<file path="config.mk">
export PLATFORM = sky130hd
export DESIGN_NAME = set_pulse_fsm
export DESIGN_NICKNAME = d
export VERILOG_FILES = /design/src/rtl/tsp_pkg.sv /design/src/rtl/tsp_press_decode.sv /design/src/rtl/tsp_state_reg.sv /design/src/rtl/tsp_out_decode.sv /design/src/rtl/set_pulse_fsm.sv
export SDC_FILE = /design/constraint.sdc
export NUM_CORES = 1
export LEC_CHECK = 0
export BUFFER_PORTS_ARGS = -buffer_cell sky130_fd_sc_hd__buf_2
export CAP_MARGIN = 20
export CORE_AREA = 2 2 39 41
export CTS_BUF_LIST = sky130_fd_sc_hd__clkbuf_4
export DETAILED_ROUTE_END_ITERATION = 12
export DIE_AREA = 0 0 41 43
export HOLD_SLACK_MARGIN = 0.03
export PLACE_DENSITY_LB_ADDON = 0.3
export SLEW_MARGIN = 25
export SYNTH_ARGS = -nofsm -noshare
export SYNTH_HDL_FRONTEND = slang
export SYNTH_SLANG_ARGS = --single-unit
</file>
<file path="constraint.sdc">
create_clock -name clk -period 1.7 [get_ports clk]
set_clock_uncertainty 0.15 [all_clocks]
set_input_delay 0.255 -clock clk [delete_from_list [all_inputs] [get_ports clk]]
set_output_delay 0.255 -clock clk [all_outputs]
set_load 0.02 [all_outputs]
</file>
<file path="src/rtl/tsp_pkg.sv">
package tsp_pkg;

  localparam int ST_W = 2;
  localparam int PR_W = 2;

  typedef enum logic [ST_W-1:0] {
    ST_COUNT = 2'b00,
    ST_MIN   = 2'b01,
    ST_HR    = 2'b10
  } tsp_state_e;

  typedef enum logic [PR_W-1:0] {
    PR_IDLE = 2'd0,
    PR_MIN  = 2'd1,
    PR_HR   = 2'd2,
    PR_BOTH = 2'd3
  } tsp_press_e;

  typedef struct packed {
    logic inc_h;
    logic inc_m;
    logic inc_s;
  } tsp_out_s;

  // Sort the inputs into one press class; nothing counts while set is low.
  function automatic tsp_press_e classify(input logic set_l, input logic hr, input logic mn);
    tsp_press_e pr;
    pr = PR_IDLE;
    if (set_l) begin
      unique case ({hr, mn})
        2'b01:   pr = PR_MIN;
        2'b10:   pr = PR_HR;
        2'b11:   pr = PR_BOTH;
        default: pr = PR_IDLE;
      endcase
    end
    return pr;
  endfunction

  // Work out the next state from the current state and the press class.
  function automatic tsp_state_e step_state(input tsp_state_e cur, input tsp_press_e pr);
    tsp_state_e nx;
    nx = ST_COUNT;
    unique case (cur)
      ST_COUNT: begin
        if (pr == PR_MIN)     nx = ST_MIN;
        else if (pr == PR_HR) nx = ST_HR;
        else                  nx = ST_COUNT;
      end
      ST_MIN:  nx = (pr == PR_MIN) ? ST_MIN : ST_COUNT;
      ST_HR:   nx = (pr == PR_HR)  ? ST_HR  : ST_COUNT;
      default: nx = ST_COUNT;
    endcase
    return nx;
  endfunction

  // Decode the outputs; only the count state can emit anything.
  function automatic tsp_out_s drive_out(input tsp_state_e cur, input tsp_press_e pr,
                                         input logic sec_en);
    tsp_out_s o;
    o = '0;
    if (cur == ST_COUNT) begin
      if (pr == PR_MIN)     o.inc_m = 1'b1;
      else if (pr == PR_HR) o.inc_h = 1'b1;
      else                  o.inc_s = sec_en;
    end
    return o;
  endfunction

endpackage

</file>
<file path="src/rtl/tsp_press_decode.sv">
module tsp_press_decode
  import tsp_pkg::*;
(
  input  logic       set_lvl,
  input  logic       hr_btn,
  input  logic       mn_btn,
  output tsp_press_e press,
  output logic       both_ev
);

  always_comb begin
    press   = classify(set_lvl, hr_btn, mn_btn);
    both_ev = hr_btn & mn_btn;
  end

endmodule

</file>
<file path="src/rtl/tsp_state_reg.sv">
module tsp_state_reg
  import tsp_pkg::*;
(
  input  logic       clk,
  input  logic       rst,
  input  tsp_press_e press,
  output tsp_state_e state_q,
  output logic       hold_kept,
  output logic       enter_ev
);

  tsp_state_e state_d;

  always_comb begin
    state_d   = step_state(state_q, press);
    hold_kept = (state_q != ST_COUNT) && (state_d == state_q);
    enter_ev  = (state_q == ST_COUNT) && (state_d != ST_COUNT);
  end

  always_ff @(posedge clk) begin
    if (rst) state_q <= ST_COUNT;
    else     state_q <= state_d;
  end

endmodule

</file>
<file path="src/rtl/tsp_out_decode.sv">
module tsp_out_decode
  import tsp_pkg::*;
#(
  parameter bit SEC_OUT = 1'b1
) (
  input  logic       rst,
  input  tsp_state_e state_q,
  input  tsp_press_e press,
  output logic       inc_h,
  output logic       inc_m,
  output logic       inc_s
);

  tsp_out_s dec;

  always_comb begin
    dec   = drive_out(state_q, press, 1'b1);
    inc_h = dec.inc_h & ~rst;
    inc_m = dec.inc_m & ~rst;
  end

  generate
    if (SEC_OUT) begin : g_sec
      assign inc_s = dec.inc_s & ~rst;
    end else begin : g_nosec
      logic sec_unused;
      assign sec_unused = dec.inc_s;
      assign inc_s = 1'b0 & sec_unused;
    end
  endgenerate

endmodule

</file>
<file path="src/rtl/set_pulse_fsm.sv">
module set_pulse_fsm
  import tsp_pkg::*;
#(
  parameter bit SEC_OUT = 1'b1
) (
  input  logic clk,
  input  logic rst,
  input  logic set_lvl,
  input  logic hr_btn,
  input  logic mn_btn,
  output logic inc_h,
  output logic inc_m,
  output logic inc_s
);

  tsp_press_e press_cls;
  tsp_state_e state_q;
  logic       both_ev;
  logic       hold_kept;
  logic       enter_ev;

  tsp_press_decode u_dec (
    .set_lvl (set_lvl),
    .hr_btn  (hr_btn),
    .mn_btn  (mn_btn),
    .press   (press_cls),
    .both_ev (both_ev)
  );

  tsp_state_reg u_st (
    .clk       (clk),
    .rst       (rst),
    .press     (press_cls),
    .state_q   (state_q),
    .hold_kept (hold_kept),
    .enter_ev  (enter_ev)
  );

  tsp_out_decode #(.SEC_OUT(SEC_OUT)) u_out (
    .rst     (rst),
    .state_q (state_q),
    .press   (press_cls),
    .inc_h   (inc_h),
    .inc_m   (inc_m),
    .inc_s   (inc_s)
  );

endmodule

</file>
==> flow_summary.json <==
{
  "status": "finished clean",
  "routabilityCongestion": 0.622,
  "crit_path_max_fanout": 4,
  "clock_insertion_delay_worst_skew_ns": 0.22,
  "maximum_number_of_pins_on_one_net_before_global_route_repair": 6,
  "worstSetupPathType": "in2out",
  "cts_hold_buffers": 0,
  "worst_path_largest_cell_delay_ns": 0.27,
  "die_width_um": 41,
  "synth.yosys.seq_area_share_pct": 31.7,
  "route.vias.total": 135,
  "most_common_cell_after_layout_fill_and_taps_aside": "sky130_fd_sc_hd__buf_2",
  "cpMaxStageDelayCell": "sky130_fd_sc_hd__ha_1",
  "critical_path_arrival_ns": 1.19,
  "drt_iter0_markers": 0,
  "floorplan.initialDensity_pct": 9.13,
  "worst_ir_drop_vdd_mv": 0.411,
  "largest_register": "u_st.state_q",
  "clock_tree_from_tritoncts": "built",
  "fp.dieArea_mm2": 0.00176,
  "cts.repair_timing.setup_buffer_count": 0,
  "initial_antenna_violation_count": 0,
  "sequential_cell_area_um2": 40.0,
  "finalWirelength_um": 291,
  "ys_warn_count": 0,
  "number_of_flip_flops_under_the_largest_register_name": 2,
  "syn_nets": 20,
  "hold_path_class": "in2reg",
  "crit_path_frequent_cell": "sky130_fd_sc_hd__buf_2",
  "cts_inserted_buffers": 3,
  "number_of_placed_i_o_pins": 8,
  "max_slew.worst_pin.slew_ns": 0.245,
  "synth.avg_cell_area_um2": 9.72,
  "final_nets": 32,
  "final_cell_mix": "7 x sky130_fd_sc_hd__buf_2, 3 x sky130_fd_sc_hd__clkbuf_4",
  "worst-path-buf-inv": 2,
  "area_growth_syn_to_layout_pct": 66.3,
  "slew_viol_final": 0,
  "drc": 0,
  "slew_headroom_pct": 83.5,
  "grt.total_usage_pct": 4.81,
  "count_of_different_cell_masters_after_synthesis": 6,
  "grt_pass1_wl_um": 483,
  "cts.repair.resized": 0,
  "maxClockFrequency_mhz": 626,
  "placement.io_buffers": 7,
  "die-height_um": 43,
  "rsz0062_at_grt": "no",
  "pd_cells_mw_per_mm2": 853,
  "vias_per_cell": 3.46,
  "fillerInstances": 157,
  "timing.critical_path.from_type": "primary input",
  "cts-root-buf": "sky130_fd_sc_hd__clkbuf_4",
  "drive_above_1_share_pct": 47.8,
  "timing.max_cap.violations": 0,
  "design_area_um2": 210,
  "p_leak_nw": 0.0946,
  "reg_top3": "u_st.state_q (2)",
  "path_clk_slew_ns": 0.03,
  "crit_required_ns": 1.29,
  "detail_route.first_pass.iterations": 1,
  "syn-instance-count": 13,
  "timing_hold_violations_final": 0,
  "finalCoreUtilization_pct": 15.2,
  "final.min_clock_period_ns": 1.60,
  "dpl.hpwl_um": 244,
  "final_min_period_over_clock_period_pct": 93.9,
  "clock_path_buffers": 2,
  "grt_overflow_total": 0,
  "antenna_violating_nets_post_route": 0,
  "floorplan.core_area_mm2": 0.00138,
  "numClockSinks": 2,
  "number_of_inserted_diodes": 0,
  "vias_in_the_first_global_route": 146,
  "critical_path_cell_list": "buf_2 > and2_1 > ha_1 > nor4b_2 > buf_2",
  "rows": 14,
  "multi_input_comb_area_um2": 92.6,
  "netlist_area_um2": 126,
  "setup-tns-final_ns": 0,
  "htreeDepth": 1,
  "setup_viol": 0,
  "cpLargestDelayFamily": "simple AND/OR/NAND/NOR gates",
  "synth_seq_cells": 2,
  "dpl_cell_area_um2": 188,
  "setup.worst_path.end_class": "output port",
  "route.detailed.wl_per_inst_um": 7.46
}
stage by stage:
step / total power [mW] / hold slack (ns) / setup WS (ns) / instances
2_1_floorplan: 0.0671 / 0.181 / 0.0685 / 13
3_3_place_gp: 0.0796 / 0.328 / 0.0795 / 36
3_5_place_dp: 0.0803 / 0.337 / 0.0879 / 36
4_1_cts: 0.187 / 0.119 / 0.0799 / 39
5_1_grt: 0.191 / 0.135 / 0.0217 / 39
6_report: 0.179 / 0.126 / 0.103 / 39
kinds of logic (layout without fill, tap and decap cells):
family                   count (synthesis)  in the layout  synth area share, %
AND/OR/NAND/NOR                          9              9                 48.5
buffers and inverters                    0             10                    0
flip-flops                               2              2                 31.7
adder cells (fa/ha/maj)                  2              2                 19.8
synth_stat cells (all sizes together):
master,number,area (um2)
nand2,2,7.51
nor3b,2,15.0
nor4b,3,26.3
and2,2,12.5
ha,2,25.0
dfxtp,2,40.0
final timing paths:
| path | end | depth (start not counted) | from | slack [ns] |
|---|---|---|---|---|
| min reg2reg | u_st.state_q[1] | 1 | u_st.state_q[0] | 0.34 |
| min | u_st.state_q[1] | 2 | rst | 0.13 |
| max reg2reg | u_st.state_q[0] | 1 | u_st.state_q[1] | 0.95 |
| max | inc_s | 5 | set_lvl | 0.10 |
cell type report:
cell class | count | area share (%)
multi-input cells | 11 | 44.0
repair buffers | 7 | 16.7
clock buffers | 3 | 10.7
flip-flops and latches | 2 | 19.0
well taps | 16 | 9.52
where the power goes:
part / total [mW] / internal [mW] / switching, mW
clock network: 0.100 / 0.0775 / 0.0225
registers: 0.0510 / 0.0491 / 0.00189
logic: 0.0282 / 0.0137 / 0.0146
total: 0.179 / 0.140 / 0.0390
metal layers:
layer  track usage, %  part of all wire (%)
met4             6.00                     0
met3             5.76                    17
met5                0                     0
met2             5.63                    47
met1             3.19                    36
No activity file was read; power rests on OpenSTA's default activity.
